<file path="config.mk">
export PLATFORM = sky130hd
export DESIGN_NAME = oct_timer
export DESIGN_NICKNAME = d
export VERILOG_FILES = /design/src/rtl/oct_pkg.sv /design/src/rtl/oct_prescale.sv /design/src/rtl/oct_counter.sv /design/src/rtl/oct_channel.sv /design/src/rtl/oct_timer.sv
export SDC_FILE = /design/constraint.sdc
export NUM_CORES = 1
export LEC_CHECK = 0
export CAP_MARGIN = 25
export CORE_MARGIN = 4
export CORE_UTILIZATION = 40
export CTS_BUF_LIST = sky130_fd_sc_hd__clkbuf_4
export CTS_CLUSTER_SIZE = 25
export DETAILED_ROUTE_END_ITERATION = 7
export DONT_BUFFER_PORTS = 1
export PLACE_DENSITY_LB_ADDON = 0.3
export SLEW_MARGIN = 20
export SYNTH_ARGS = -nofsm -noshare
export SYNTH_HDL_FRONTEND = slang
export SYNTH_SLANG_ARGS = --single-unit
</file>
<file path="constraint.sdc">
create_clock -name clk -period 8.9 [get_ports clk]
set_clock_uncertainty 0.2 [all_clocks]
set_input_delay 0.89 -clock clk [delete_from_list [all_inputs] [get_ports clk]]
set_output_delay 0.89 -clock clk [all_outputs]
set_load 0.03 [all_outputs]
</file>
<file path="src/rtl/oct_pkg.sv">
package oct_pkg;
  // register word addresses (low field of addr)
  localparam int unsigned REG_CTRL = 0;
  localparam int unsigned REG_SEL  = 1;
  localparam int unsigned REG_ACT  = 2;
  localparam int unsigned REG_MASK = 3;
  localparam int unsigned REG_LVL  = 4;
  localparam int unsigned REG_FLAG = 5;
  localparam int unsigned REG_CNT  = 6;

  // control bit positions
  localparam int unsigned CB_RUN  = 0;
  localparam int unsigned CB_WRAP = 1;
  localparam int unsigned CB_PS   = 2;

  typedef enum logic [1:0] {
    ACT_OFF = 2'b00,
    ACT_TGL = 2'b01,
    ACT_CLR = 2'b10,
    ACT_SET = 2'b11
  } oc_act_e;
endpackage

</file>
<file path="src/rtl/oct_prescale.sv">
module oct_prescale #(
  parameter int unsigned PSW = 3
) (
  input  logic           clk,
  input  logic           rst_n,
  input  logic           run,
  input  logic           restart,
  input  logic [PSW-1:0] ps,
  output logic           tick
);
  localparam int unsigned DW = (1 << PSW) - 1;

  logic [DW-1:0] pc_q, pc_d, lim;

  always_comb begin
    lim  = DW'((1 << ps) - 1);
    tick = run && (pc_q == lim);
    pc_d = pc_q;
    if (restart)      pc_d = '0;
    else if (run)     pc_d = tick ? '0 : pc_q + 1'b1;
  end

  always_ff @(posedge clk or negedge rst_n) begin
    if (!rst_n) pc_q <= '0;
    else        pc_q <= pc_d;
  end
endmodule

</file>
<file path="src/rtl/oct_counter.sv">
module oct_counter #(
  parameter int unsigned CW = 16
) (
  input  logic          clk,
  input  logic          rst_n,
  input  logic          run,
  input  logic          tick,
  input  logic          wrap_en,
  input  logic [CW-1:0] cmp_top,
  input  logic          ld,
  input  logic [CW-1:0] ld_val,
  output logic [CW-1:0] cnt,
  output logic          fresh,
  output logic          wrap_hit,
  output logic          ovf_set
);
  logic [CW-1:0] cnt_q, cnt_d;
  logic          fresh_q, fresh_d;
  logic          roll;

  always_comb begin
    // counter has just arrived on the top value: leave after this one cycle
    wrap_hit = run && fresh_q && wrap_en && (cmp_top != '0) && (cnt_q == cmp_top);
    roll     = tick && (cnt_q == {CW{1'b1}});
    ovf_set  = !ld && (wrap_hit || roll);
    cnt_d    = cnt_q;
    if (ld)            cnt_d = ld_val;
    else if (wrap_hit) cnt_d = '0;
    else if (tick)     cnt_d = cnt_q + 1'b1;
    fresh_d  = ld || wrap_hit || tick;
  end

  always_ff @(posedge clk or negedge rst_n) begin
    if (!rst_n) begin
      cnt_q   <= '0;
      fresh_q <= 1'b0;
    end else begin
      cnt_q   <= cnt_d;
      fresh_q <= fresh_d;
    end
  end

  assign cnt   = cnt_q;
  assign fresh = fresh_q;
endmodule

</file>
<file path="src/rtl/oct_channel.sv">
module oct_channel
  import oct_pkg::*;
#(
  parameter int unsigned CW = 16
) (
  input  logic          clk,
  input  logic          rst_n,
  input  logic          sel,
  input  logic [1:0]    act,
  input  logic [CW-1:0] cmp,
  input  logic [CW-1:0] cnt,
  input  logic          fresh,
  input  logic          ov_hit,
  input  logic          ov_mask,
  input  logic          ov_lvl,
  output logic          ev,
  output logic          pin
);
  logic    pin_q, pin_d;
  oc_act_e mode;

  always_comb begin
    mode  = oc_act_e'(act);
    ev    = fresh && sel && (cnt == cmp);
    pin_d = pin_q;
    if (sel && (mode != ACT_OFF)) begin
      if (ov_hit && ov_mask) pin_d = ov_lvl;
      else if (ev) begin
        unique case (mode)
          ACT_TGL: pin_d = ~pin_q;
          ACT_CLR: pin_d = 1'b0;
          ACT_SET: pin_d = 1'b1;
          default: pin_d = pin_q;
        endcase
      end
    end
  end

  always_ff @(posedge clk or negedge rst_n) begin
    if (!rst_n) pin_q <= 1'b0;
    else        pin_q <= pin_d;
  end

  assign pin = pin_q;
endmodule

</file>
<file path="src/rtl/oct_timer.sv">
module oct_timer
  import oct_pkg::*;
#(
  parameter int unsigned NCH = 8,
  parameter int unsigned CW  = 16,
  parameter int unsigned PSW = 3,
  localparam int unsigned IW  = (NCH > 1) ? $clog2(NCH) : 1,
  localparam int unsigned LW  = (IW < 3) ? 3 : IW,
  localparam int unsigned AW  = LW + 1,
  localparam int unsigned BW0 = (CW > 2 * NCH) ? CW : 2 * NCH,
  localparam int unsigned BW  = (BW0 > NCH + 1) ? BW0 : NCH + 1
) (
  input  logic          clk,
  input  logic          rst_n,
  input  logic          wr_en,
  input  logic [AW-1:0] addr,
  input  logic [BW-1:0] wdata,
  output logic [BW-1:0] rdata,
  output logic [CW-1:0] cnt_o,
  output logic [NCH-1:0] oc_pin,
  output logic [NCH:0]  flag_o
);
  localparam int unsigned TOP = NCH - 1;

  // reset: asserted asynchronously, released on a clock edge
  logic [1:0] rs_q;
  logic       srst_n;
  always_ff @(posedge clk or negedge rst_n) begin
    if (!rst_n) rs_q <= 2'b00;
    else        rs_q <= {rs_q[0], 1'b1};
  end
  assign srst_n = rs_q[1];

  // configuration state
  logic            run_q, run_d, wrap_q, wrap_d;
  logic [PSW-1:0]  ps_q, ps_d;
  logic [NCH-1:0]  sel_q, sel_d, mask_q, mask_d, lvl_q, lvl_d;
  logic [2*NCH-1:0] act_q, act_d;
  logic [NCH:0]    flag_q, flag_d, w1c, set_vec;
  logic [CW-1:0]   cmp_q [NCH];
  logic [CW-1:0]   cmp_d [NCH];

  logic [LW-1:0]   ra;
  logic            is_cmp, cnt_ld;
  logic [IW-1:0]   cidx;

  // datapath
  logic            tick, fresh, wrap_hit, ovf_set;
  logic [CW-1:0]   cnt;
  logic [NCH-1:0]  ev, pin;

  assign ra     = addr[LW-1:0];
  assign is_cmp = addr[AW-1];
  assign cidx   = addr[IW-1:0];
  assign cnt_ld = wr_en && !is_cmp && (ra == LW'(REG_CNT));

  always_comb begin
    run_d  = run_q;
    wrap_d = wrap_q;
    ps_d   = ps_q;
    sel_d  = sel_q;
    act_d  = act_q;
    mask_d = mask_q;
    lvl_d  = lvl_q;
    w1c    = '0;
    for (int i = 0; i < NCH; i++) cmp_d[i] = cmp_q[i];
    if (wr_en) begin
      if (is_cmp) begin
        if (int'(cidx) < NCH) cmp_d[cidx] = wdata[CW-1:0];
      end else begin
        unique case (ra)
          LW'(REG_CTRL): begin
            run_d  = wdata[CB_RUN];
            wrap_d = wdata[CB_WRAP];
            ps_d   = wdata[CB_PS +: PSW];
          end
          LW'(REG_SEL):  sel_d  = wdata[NCH-1:0];
          LW'(REG_ACT):  act_d  = wdata[2*NCH-1:0];
          LW'(REG_MASK): mask_d = wdata[NCH-1:0];
          LW'(REG_LVL):  lvl_d  = wdata[NCH-1:0];
          LW'(REG_FLAG): w1c    = wdata[NCH:0];
          default: ;
        endcase
      end
    end
    set_vec = {ovf_set, ev};
    flag_d  = (flag_q & ~w1c) | set_vec;
  end

  always_ff @(posedge clk or negedge srst_n) begin
    if (!srst_n) begin
      run_q  <= 1'b0;
      wrap_q <= 1'b0;
      ps_q   <= '0;
      sel_q  <= '0;
      act_q  <= '0;
      mask_q <= '0;
      lvl_q  <= '0;
      flag_q <= '0;
      for (int i = 0; i < NCH; i++) cmp_q[i] <= '0;
    end else begin
      run_q  <= run_d;
      wrap_q <= wrap_d;
      ps_q   <= ps_d;
      sel_q  <= sel_d;
      act_q  <= act_d;
      mask_q <= mask_d;
      lvl_q  <= lvl_d;
      flag_q <= flag_d;
      for (int i = 0; i < NCH; i++) cmp_q[i] <= cmp_d[i];
    end
  end

  oct_prescale #(.PSW(PSW)) u_pre (
    .clk     (clk),
    .rst_n   (srst_n),
    .run     (run_q),
    .restart (cnt_ld || wrap_hit),
    .ps      (ps_q),
    .tick    (tick)
  );

  oct_counter #(.CW(CW)) u_cnt (
    .clk      (clk),
    .rst_n    (srst_n),
    .run      (run_q),
    .tick     (tick),
    .wrap_en  (wrap_q),
    .cmp_top  (cmp_q[TOP]),
    .ld       (cnt_ld),
    .ld_val   (wdata[CW-1:0]),
    .cnt      (cnt),
    .fresh    (fresh),
    .wrap_hit (wrap_hit),
    .ovf_set  (ovf_set)
  );

  for (genvar g = 0; g < NCH; g++) begin : g_ch
    oct_channel #(.CW(CW)) u_ch (
      .clk     (clk),
      .rst_n   (srst_n),
      .sel     (sel_q[g]),
      .act     (act_q[2*g +: 2]),
      .cmp     (cmp_q[g]),
      .cnt     (cnt),
      .fresh   (fresh),
      .ov_hit  (ev[TOP]),
      .ov_mask (mask_q[g]),
      .ov_lvl  (lvl_q[g]),
      .ev      (ev[g]),
      .pin     (pin[g])
    );
  end

  always_comb begin
    rdata = '0;
    if (is_cmp) begin
      if (int'(cidx) < NCH) rdata[CW-1:0] = cmp_q[cidx];
    end else begin
      unique case (ra)
        LW'(REG_CTRL): begin
          rdata[CB_RUN]      = run_q;
          rdata[CB_WRAP]     = wrap_q;
          rdata[CB_PS +: PSW] = ps_q;
        end
        LW'(REG_SEL):  rdata[NCH-1:0]   = sel_q;
        LW'(REG_ACT):  rdata[2*NCH-1:0] = act_q;
        LW'(REG_MASK): rdata[NCH-1:0]   = mask_q;
        LW'(REG_LVL):  rdata[NCH-1:0]   = lvl_q;
        LW'(REG_FLAG): rdata[NCH:0]     = flag_q;
        LW'(REG_CNT):  rdata[CW-1:0]    = cnt;
        default: ;
      endcase
    end
  end

  assign cnt_o  = cnt;
  assign oc_pin = pin;
  assign flag_o = flag_q;
endmodule

</file>
==> summary.txt, run 1 <==
Run status
  – Outcome: finished, final reports clean

Clock tree
  – Clk slew on worst S/H paths: about 0.070 ns
  – CTS root buffer: clkbuf_4
  – Clock Latency Late Sink: approximately 0.71 ns
  – Post-CTS resize count: 0
  – Clock buffer count from CTS: 61
  – H-tree Lvls: 2
  – Clock Path Buffers: 3
  – CTS tree: done
  – Clk sinks: 216

Global routing
  – Met3 GRT Util: under 10%
  – Vias in the first global route: about 9k
  – GR Overflow Total: 0
  – Met2 Use GR: 33.59%
  – Global-route wire length before repair: 59660 um
  – Grt met1 use: 32.68%
  – GRT busiest layer: met2
  – Global-route total usage across every layer: between 20% and 30%
  – Largest net degree at the start of global routing: about 160
  – Antenna violations before repair: 1

Setup path
  – Startpoint Class: flop
  – Reg-to-reg endpoint: u_cnt.cnt[14]
  – Worst path bufs/invs: 0
  – Internal reg-to-reg setup slack: just under 5 ns
  – Max FO, Critical Path: 13
  – CP Data Required Time: approximately 9 ns
  – Slowest library cell on the worst path: a22oi_2
  – CP Capture Type: flop
  – Slowest cell delay on critical path: roughly 0.71 ns
  – R2r worst-path depth: 8
  – Setup Crit Path Kind: flop to flop
  – Worst path cell trace: or3_1, ha_1, xor2_1, o21ai_0, a22oi_2, a21oi_1, or3_1, o221a_2
  – Crit path arrival time: 4.37 ns
  – Most frequent CP cell: or3_1
  – CP top delay family: compound AO/OA/AOI/OAI gates
  – Critical R2R Launch: ps_q[2]

Placed design
  – Placed instance area: approximately 13000 sq um
  – Routability cong.: 0.8930
  – Dpl hpwl: between 20000 and 30000 um
  – Port bufs: 0
  – Placed cells: around 1.4k
  – Dpl ws: ~4.9 ns

Timing
  – Min cycle time layout: ~4 ns
  – Max Fclk: about 0.25 GHz
  – Final WS setup: a little under 5 ns
  – RSZ-0062 raised after global routing: no
  – Worst-Margin Slew: 1.028 ns
  – Worst hold slack: about 0.11 ns
  – Final Hold Violating Endpoints: 0
  – Period utilization: 44.92%
  – Slew margin rel.: approximately 31%
  – Number of setup violations in the final report: 0
  – Setup TNS: 0 ns
  – Fin. max-slew vios: 0

Floorplan
  – Site Rows: 64
  – # IOs: 72
  – Die Y: about 190 um
  – DIE AREA: between 30000 and 40000 sq um
  – Die width: between 150 and 200 um
  – CORE AREA: between 30000 and 40000 sq um
  – Initial Utilization: approximately two fifths

Drt
  – Residual DRC: 0
  – First-pass iteration count of the detailed router: 5
  – Routed len/inst: ~26 um
  – Drt initial violations: just under 900
  – Vias: between 9k and 10k
  – DRT Wirelength: 39460 um
  – Vias per cell: ~5.9
  – Detail Route Antenna Nets: 0

Yosys
  – Count of flip-flops with a built-in enable after synthesis: 0
  – Synth Flop Type: dfrtp_1
  – Mean area per synthesized cell: ~12 sq um
  – YS warnings: 0
  – Yosys cell types: 60
  – Sequential area share after synthesis: a little over two fifths
  – Async S/R FF share, synth: 100.0%
  – #FFs+latches synth: 216
  – Mapped cell area: approximately 13000 sq um
  – Syn Inst Count: about 1.1k
  – Syn nets: about 1.1k

Cells and area
  – Final instance area: 13720 sq um
  – Commonest non-fill, non-tap cell in the layout: dfrtp_1
  – Area Overhead vs Synth: 9.070%
  – Final #Nets: between 1k and 1.5k
  – Fin util: between 40% and 50%
  – Final std cells w/o fill: roughly 1.5k
  – Layout cell share with drive strength beyond 1: between 30% and 40%
  – Most frequent cells in the layout: dfrtp_1, mux2_2, xnor2_1, clkbuf_4, nand2_1

Pwr
  – Power Density: between 200 and 300 nW/um^2
  – Switching Power: around 1.3 mW
  – Leak: roughly 5.6 nW
  – Clk pwr share: 26.7%
  – Max IR drop VDD: 0.0001206 V
  – Tot Pwr: 3.571 mW
  – Switching part of the total: 37.23%
  – Int Pwr: approximately 2.2 mW
  – Sequential group share of total power: between 40 and 50%
  – Logic pwr share: between 30% and 40%

Min path
  – Hold path startpoint: wdata[6]
  – Hold Path Sink: u_cnt.cnt[6]
  – Hold crit path type: primary input to flop
  – Worst Hold Depth: 2

Job
  – Maxcap violations: 0
[worst max path at each step]
stage	slack (ns)	cells past startpoint	from	endpoint
CTS	4.93	8	ps_q[2]	u_cnt.cnt[14]
finish	4.90	8	ps_q[2]	u_cnt.cnt[14]
global route	4.73	8	ps_q[2]	u_cnt.cnt[14]
floorplan	2.24	0	rs_q[1]	act_q[0]
detailed placement	4.95	8	ps_q[2]	u_cnt.cnt[14]
global placement	5.07	8	ps_q[2]	u_cnt.cnt[14]
[flip-flops by register name, indices dropped and copies added, names as in the netlist, 2 cells and up]
| signal | count |
|---|---|
| act_q | 16 |
| cmp_q | 128 |
| flag_o | 9 |
| g_ch.u_ch.pin | 8 |
| lvl_q | 8 |
| mask_q | 8 |
| ps_q | 3 |
| rs_q | 2 |
| sel_q | 8 |
| u_cnt.cnt | 16 |
| u_pre.pc_q | 7 |
[worst register-to-register path, cell delays in order (launching register included)]
cell,delay [ns]
dfrtp_1,0.51
or3_1,0.44
ha_1,0.29
xor2_1,0.15
o21ai_0,0.11
a22oi_2,0.71
a21oi_1,0.52
or3_1,0.63
o221a_2,0.32
[per-layer routing]
metal  vias up  share of wire, %
met1      4665                43
met5         -                 0
met3        74               9.8
li1       3940                 -
met2       386                44
met4         0               2.8
[area by class of cell]
cell class                      count  area, sq um
Fill cell                        2847        17110
Multi-Input combinational cell    756         6691
Antenna cell                        1        2.502
Clock inverter                     15        85.08
Clock buffer                       96        720.7
Sequential cell                   216         5409
Timing Repair Buffer               30        254.0
Tap cell                          396        495.5
Inverter                           17        63.81
[power groups by stage]
| stage | clock [mW] | sequential, mW | combinational [mW] |
|---|---|---|---|
| 6_report | 0.953 | 1.53 | 1.09 |
| 5_1_grt | 1.03 | 1.56 | 1.17 |
| 4_1_cts | 0.972 | 1.52 | 1.08 |
| 3_5_place_dp | 0 | 1.54 | 1.07 |
| 3_3_place_gp | 0 | 1.53 | 1.07 |
| 2_1_floorplan | 0 | 1.45 | 0.841 |
[cells by family (layout without fill, tap and decap cells)]
logic type      Yosys count  in the layout  share of synthesized area (%)
xor+xnor                144            144                          10.02
simple gates            245            245                          9.876
other cells               1              2                        0.02981
mux                     244            244                          25.67
flops                   216            216                          42.96
buf+inv                 105            158                          3.899
compound gates          119            119                          7.240
fa+ha+maj                 3              3                         0.2984
[timing repair]
item / in CTS / in global routing
hold buffers: 1 / 0
endpoints found under the hold margin: 2 / 0
setup buffers: 0 / 0
[synth_stat cells (all sizes together), types with 2 or more instances]
| library cell | n | share of area, % |
|---|---|---|
| a2111oi | 7 | 1.0 |
| a211o | 2 | 0.14 |
| a211oi | 10 | 0.60 |
| a21o | 4 | 0.24 |
| a21oi | 14 | 0.56 |
| a222oi | 2 | 0.16 |
| a22o | 2 | 0.14 |
| a41oi | 6 | 0.42 |
| and2 | 5 | 0.25 |
| and3 | 16 | 0.80 |
| and4 | 2 | 0.14 |
| buf | 62 | 2.6 |
| clkbuf | 26 | 0.79 |
| dfrtp | 216 | 43 |
| ha | 3 | 0.30 |
| inv | 17 | 0.51 |
| mux2 | 179 | 16 |
| mux2i | 20 | 1.6 |
| mux4 | 45 | 8.1 |
| nand2 | 91 | 2.7 |
| nand2b | 10 | 0.50 |
| nand3 | 13 | 0.56 |
| nand3b | 3 | 0.18 |
| nand4 | 31 | 1.5 |
| nor2 | 27 | 0.81 |
| nor2b | 12 | 0.60 |
| nor3 | 11 | 0.48 |
| nor4 | 16 | 0.80 |
| o2111ai | 3 | 0.26 |
| o211a | 6 | 0.48 |
| o211ai | 5 | 0.30 |
| o21a | 6 | 0.36 |
| o21ai | 38 | 1.6 |
| o21bai | 2 | 0.12 |
| o2bb2ai | 4 | 0.28 |
| o31ai | 3 | 0.18 |
| or2 | 3 | 0.15 |
| or3 | 2 | 0.099 |
| xnor2 | 104 | 7.2 |
| xor2 | 40 | 2.8 |
Power figures use the tool's default switching activity.
==> run 2, diff against run 1 <==
--- a/config.mk
+++ b/config.mk
@@ -5,6 +5,7 @@
 export SDC_FILE = /design/constraint.sdc
 export NUM_CORES = 1
 export LEC_CHECK = 0
+export ABC_AREA = 1
 export CAP_MARGIN = 25
 export CORE_MARGIN = 4
 export CORE_UTILIZATION = 40
==> constraint.sdc (replaced) <==
create_clock -name clk -period 3.6 [get_ports clk]
set_clock_uncertainty 0.2 [all_clocks]
set_input_delay 0.36 -clock clk [delete_from_list [all_inputs] [get_ports clk]]
set_output_delay 0.36 -clock clk [all_outputs]
set_load 0.03 [all_outputs]
==> run 2 against run 1 <==
  * Critical path depth is 3 lower
  * Synthesized area is 2.7% higher
  * Sequential share of layout area is 1.9 points lower
  * Setup slack worse by 4.5 ns
  * Cell area is 5.0% higher
  * Non-clock buffer count is 52 higher
  * Utilization is 0.90 points higher
  * Die area is 2.6% higher
  * Power is 150% higher
  * Count of clock-buffer cells in the layout is 8 lower
  * Register-to-register slack worse by 4.1 ns
==> summary.txt, run 2 <==
Global routing
  – Vias in the first global route: 12.25k (+35%)
  – Global-route total usage across every layer: 25.83% (+2.8 points)
  – Largest net degree at the start of global routing: 79 (-51%)
  – Global-route wire length before repair: 71970 um (+21%)
  – GR Overflow Total: 0 (unchanged)
  – Antenna violations before repair: 1 (unchanged)

Placed design
  – Dpl hpwl: 33700 um (+23%)
  – Port bufs: 0 (unchanged)
  – Placed cells: 2166 (+53%)
  – Routability cong.: 0.9984 (+12%)

Timing
  – Worst-Margin Slew: 0.8046 ns (-0.2231 ns)
  – Setup TNS: 0 ns (unchanged)
  – Final Hold Violating Endpoints: 0 (unchanged)
  – Period utilization: 87.99%
  – RSZ-0062 raised after global routing: no
  – Number of setup violations in the final report: 0 (unchanged)
  – Max Fclk: 0.3157 GHz
  – Min cycle time layout: roughly 3.2 ns
  – Fin. max-slew vios: 0 (unchanged)
  – Slew margin rel.: 46.36% (+16 points)

Setup path
  – Most frequent CP cell: o21ai_0
  – Setup Crit Path Kind: flop to primary output
  – Worst path bufs/invs: 2 (+2)
  – Max FO, Critical Path: 11 (-2)
  – Stages on worst setup path: 5 (-3)
  – Slowest cell delay on critical path: 0.86 ns (+0.15 ns)
  – Internal reg-to-reg setup slack: 0.82 ns (-4.08 ns)
  – Slowest library cell on the worst path: dfrtp_1
  – CP top delay family: flip-flops
  – Crit path arrival time: 2.61 ns (-1.76 ns)
  – Critical R2R Launch: u_cnt.cnt[1]
  – CP Data Required Time: 3.04 ns (-6.23 ns)
  – Worst path cell trace: inv_4, o21ai_0, nor3_1, o21ai_0, buf_4
  – CP Launch Point: u_cnt.cnt[1]
  – Startpoint Class: flop
  – Reg-to-reg endpoint: u_cnt.cnt[1]
  – CP Capture Type: primary output
  – R2r worst-path depth: 14 (+6)

Yosys
  – Synth Flop Type: dfrtp_1
  – Largest cells by area after synthesis: dfrtp_1, nand2_1, o21ai_0, inv_1, xor2_1
  – Sequential area share after synthesis: 41.82% (-1.1 points)
  – Yosys top cell area share: 41.82% (-1.1 points)
  – #FFs+latches synth: 216 (unchanged)
  – Mapped cell area: 12920 sq um (+2.7%)
  – Count of flip-flops with a built-in enable after synthesis: 0 (unchanged)
  – Yosys cell types: 43 (-28%)
  – Synth area leader: dfrtp_1
  – Top post-synthesis cells by count: nand2_1, o21ai_0, dfrtp_1, inv_1, nor2_1
  – Syn Inst Count: 1804 (+68%)
  – YS warnings: 0 (unchanged)
  – Most frequent cell after synthesis: nand2_1
  – Mean area per synthesized cell: 7.165 sq um (-39%)
  – Syn nets: 1830 (+66%)
  – Async S/R FF share, synth: 100.0% (unchanged)

Pwr
  – Switching part of the total: 42.43% (+5.2 points)
  – Sequential group share of total power: 41.9% (-0.8 points)
  – Logic pwr share: 33.5% (+2.9 points)
  – Leak: 7.040 nW (+25%)
  – Power Density: 609.4 nW/um^2 (+130%)
  – Clk pwr share: 24.5% (-2.2 points)
  – Int Pwr: 5.053 mW (+130%)
  – Max IR drop VDD: 0.0003114 V (+160%)
  – Switching Power: 3.724 mW (+180%)

Clock tree
  – H-tree Lvls: 2 (unchanged)
  – Clk sinks: 216 (unchanged)
  – Clock buffer count from CTS: 58 (-4.9%)
  – Clk slew on worst S/H paths: 0.07 ns (about the same)
  – Post-CTS resize count: 0 (unchanged)
  – Clock Path Buffers: 3 (unchanged)
  – Clock Latency Late Sink: 0.74 ns (+0.03 ns)
  – CTS root buffer: clkbuf_4
  – CTS tree: done

Floorplan
  – Site Rows: 65 (+1.6%)
  – Die width: 187.8 um (+1.3%)
  – Die Y: 187.8 um (+1.3%)
  – # IOs: 72 (unchanged)
  – Initial Utilization: 40.75% (-0.058 points)
  – CORE AREA: 31720 sq um (+2.9%)
  – DIE AREA: 35250 sq um (+2.6%)

Cells and area
  – Reg with most FFs: cmp_q
  – Storage element area: 5409 sq um (unchanged)
  – Area Overhead vs Synth: 11.43%
  – # fillers: 3206 (+13%)
  – Layout cell share with drive strength beyond 1: 10.33% (-23 points)
  – Final std cells w/o fill: 2291 (+50%)
  – Commonest non-fill, non-tap cell in the layout: nand2_1
  – Most frequent cells in the layout: nand2_1, o21ai_0, dfrtp_1, inv_1, nor2_1
  – Largest register FFs: 128 (unchanged)
  – Final #Nets: 1875 (+69%)
  – Multi-input gate area: 6365 sq um (-4.9%)

Drt
  – Drt initial violations: 1375 (+56%)
  – Residual DRC: 0 (unchanged)
  – Routed len/inst: 20.19 um (-22%)
  – Vias: 12.85k (+42%)
  – DRT Wirelength: 46250 um (+17%)
  – Vias per cell: 5.608 (-5.5%)
  – Detail Route Antenna Nets: 0 (unchanged)
  – First-pass iteration count of the detailed router: 5 (unchanged)

Min path
  – Hold crit path type: flop to async pin

Job
  – Maxcap violations: 0 (unchanged)

Run status
  – Outcome: finished, final reports clean
## run 2: worst max-delay path by stage
stage                         to  slack (ns)
floorplan               rdata[6]        1.08
global placement    u_cnt.cnt[1]        0.87
detailed placement  u_cnt.cnt[1]        0.84
CTS                     rdata[1]        0.41
global route            rdata[1]        0.29
finish                  rdata[1]        0.43
## run 2: what timing repair did
action / 4_1_cts / 5_1_grt
endpoints found under the setup margin: 0 / 0
hold endpoints to repair: 199 / 0
setup buffers: 0 / 0
hold buffers: 25 / 0
## run 2: cell families (layout without fill, tap and decap cells)
kind of cell	Yosys count	after routing	synth area share, %
XOR/XNOR	79	79	5.353
other	1	2	0.02901
adder cells (fa/ha/maj)	3	3	0.2904
flip-flops	216	216	41.82
AND/OR/NAND/NOR	819	819	26.39
AO/OA/AOI/OAI	399	399	17.10
buffers and inverters	287	371	9.022
## run 2: per-stage QoR
| step | power [mW] | setup WS, ns | area, sq um | util (%) | hold slack [ns] |
|---|---|---|---|---|---|
| final | 8.777 | 0.4324 | 14400 | 45.41 | 0.02789 |
| after global routing | 9.372 | 0.2886 | 14400 | 45.41 | 0.05361 |
| after CTS | 8.771 | 0.4066 | 14400 | 45.40 | 0.004033 |
| after detailed placement | 6.564 | 0.8385 | 13450 | 42.40 | -0.1355 |
| after global placement | 6.509 | 0.8713 | 13450 | 42.40 | -0.1355 |
| after floorplan | 5.601 | 1.083 | 12930 | - | -0.1356 |
## run 2: layer usage
| layer | routed length (um) | vias to the layer above | track usage [%] |
|---|---|---|---|
| li1 | - | 6002 | - |
| met4 | 2385 | 0 | 12.34 |
| met1 | 19280 | 6063 | 34.83 |
| met3 | 4135 | 145 | 5.045 |
| met5 | 0 | - | 0 |
| met2 | 20450 | 638 | 40.10 |
## run 2: power by group through the flow
stage,sequential [mW],clock [mW],combinational [mW]
after detailed placement,3.70,0,2.86
final,3.68,2.15,2.94
after CTS,3.66,2.20,2.91
after global placement,3.70,0,2.81
after floorplan,3.51,0,2.09
after global routing,3.75,2.33,3.29
## run 2: cell type report
| type | count | share of cell area [%] |
|---|---|---|
| repair buffers | 82 | 4.882 |
| clock inverters | 11 | 0.2867 |
| inverters | 190 | 4.987 |
| diodes | 1 | 0.01737 |
| well taps | 402 | 3.492 |
| multi-input cells | 1301 | 44.19 |
| flip-flops and latches | 216 | 37.56 |
| clock buffers | 88 | 4.587 |
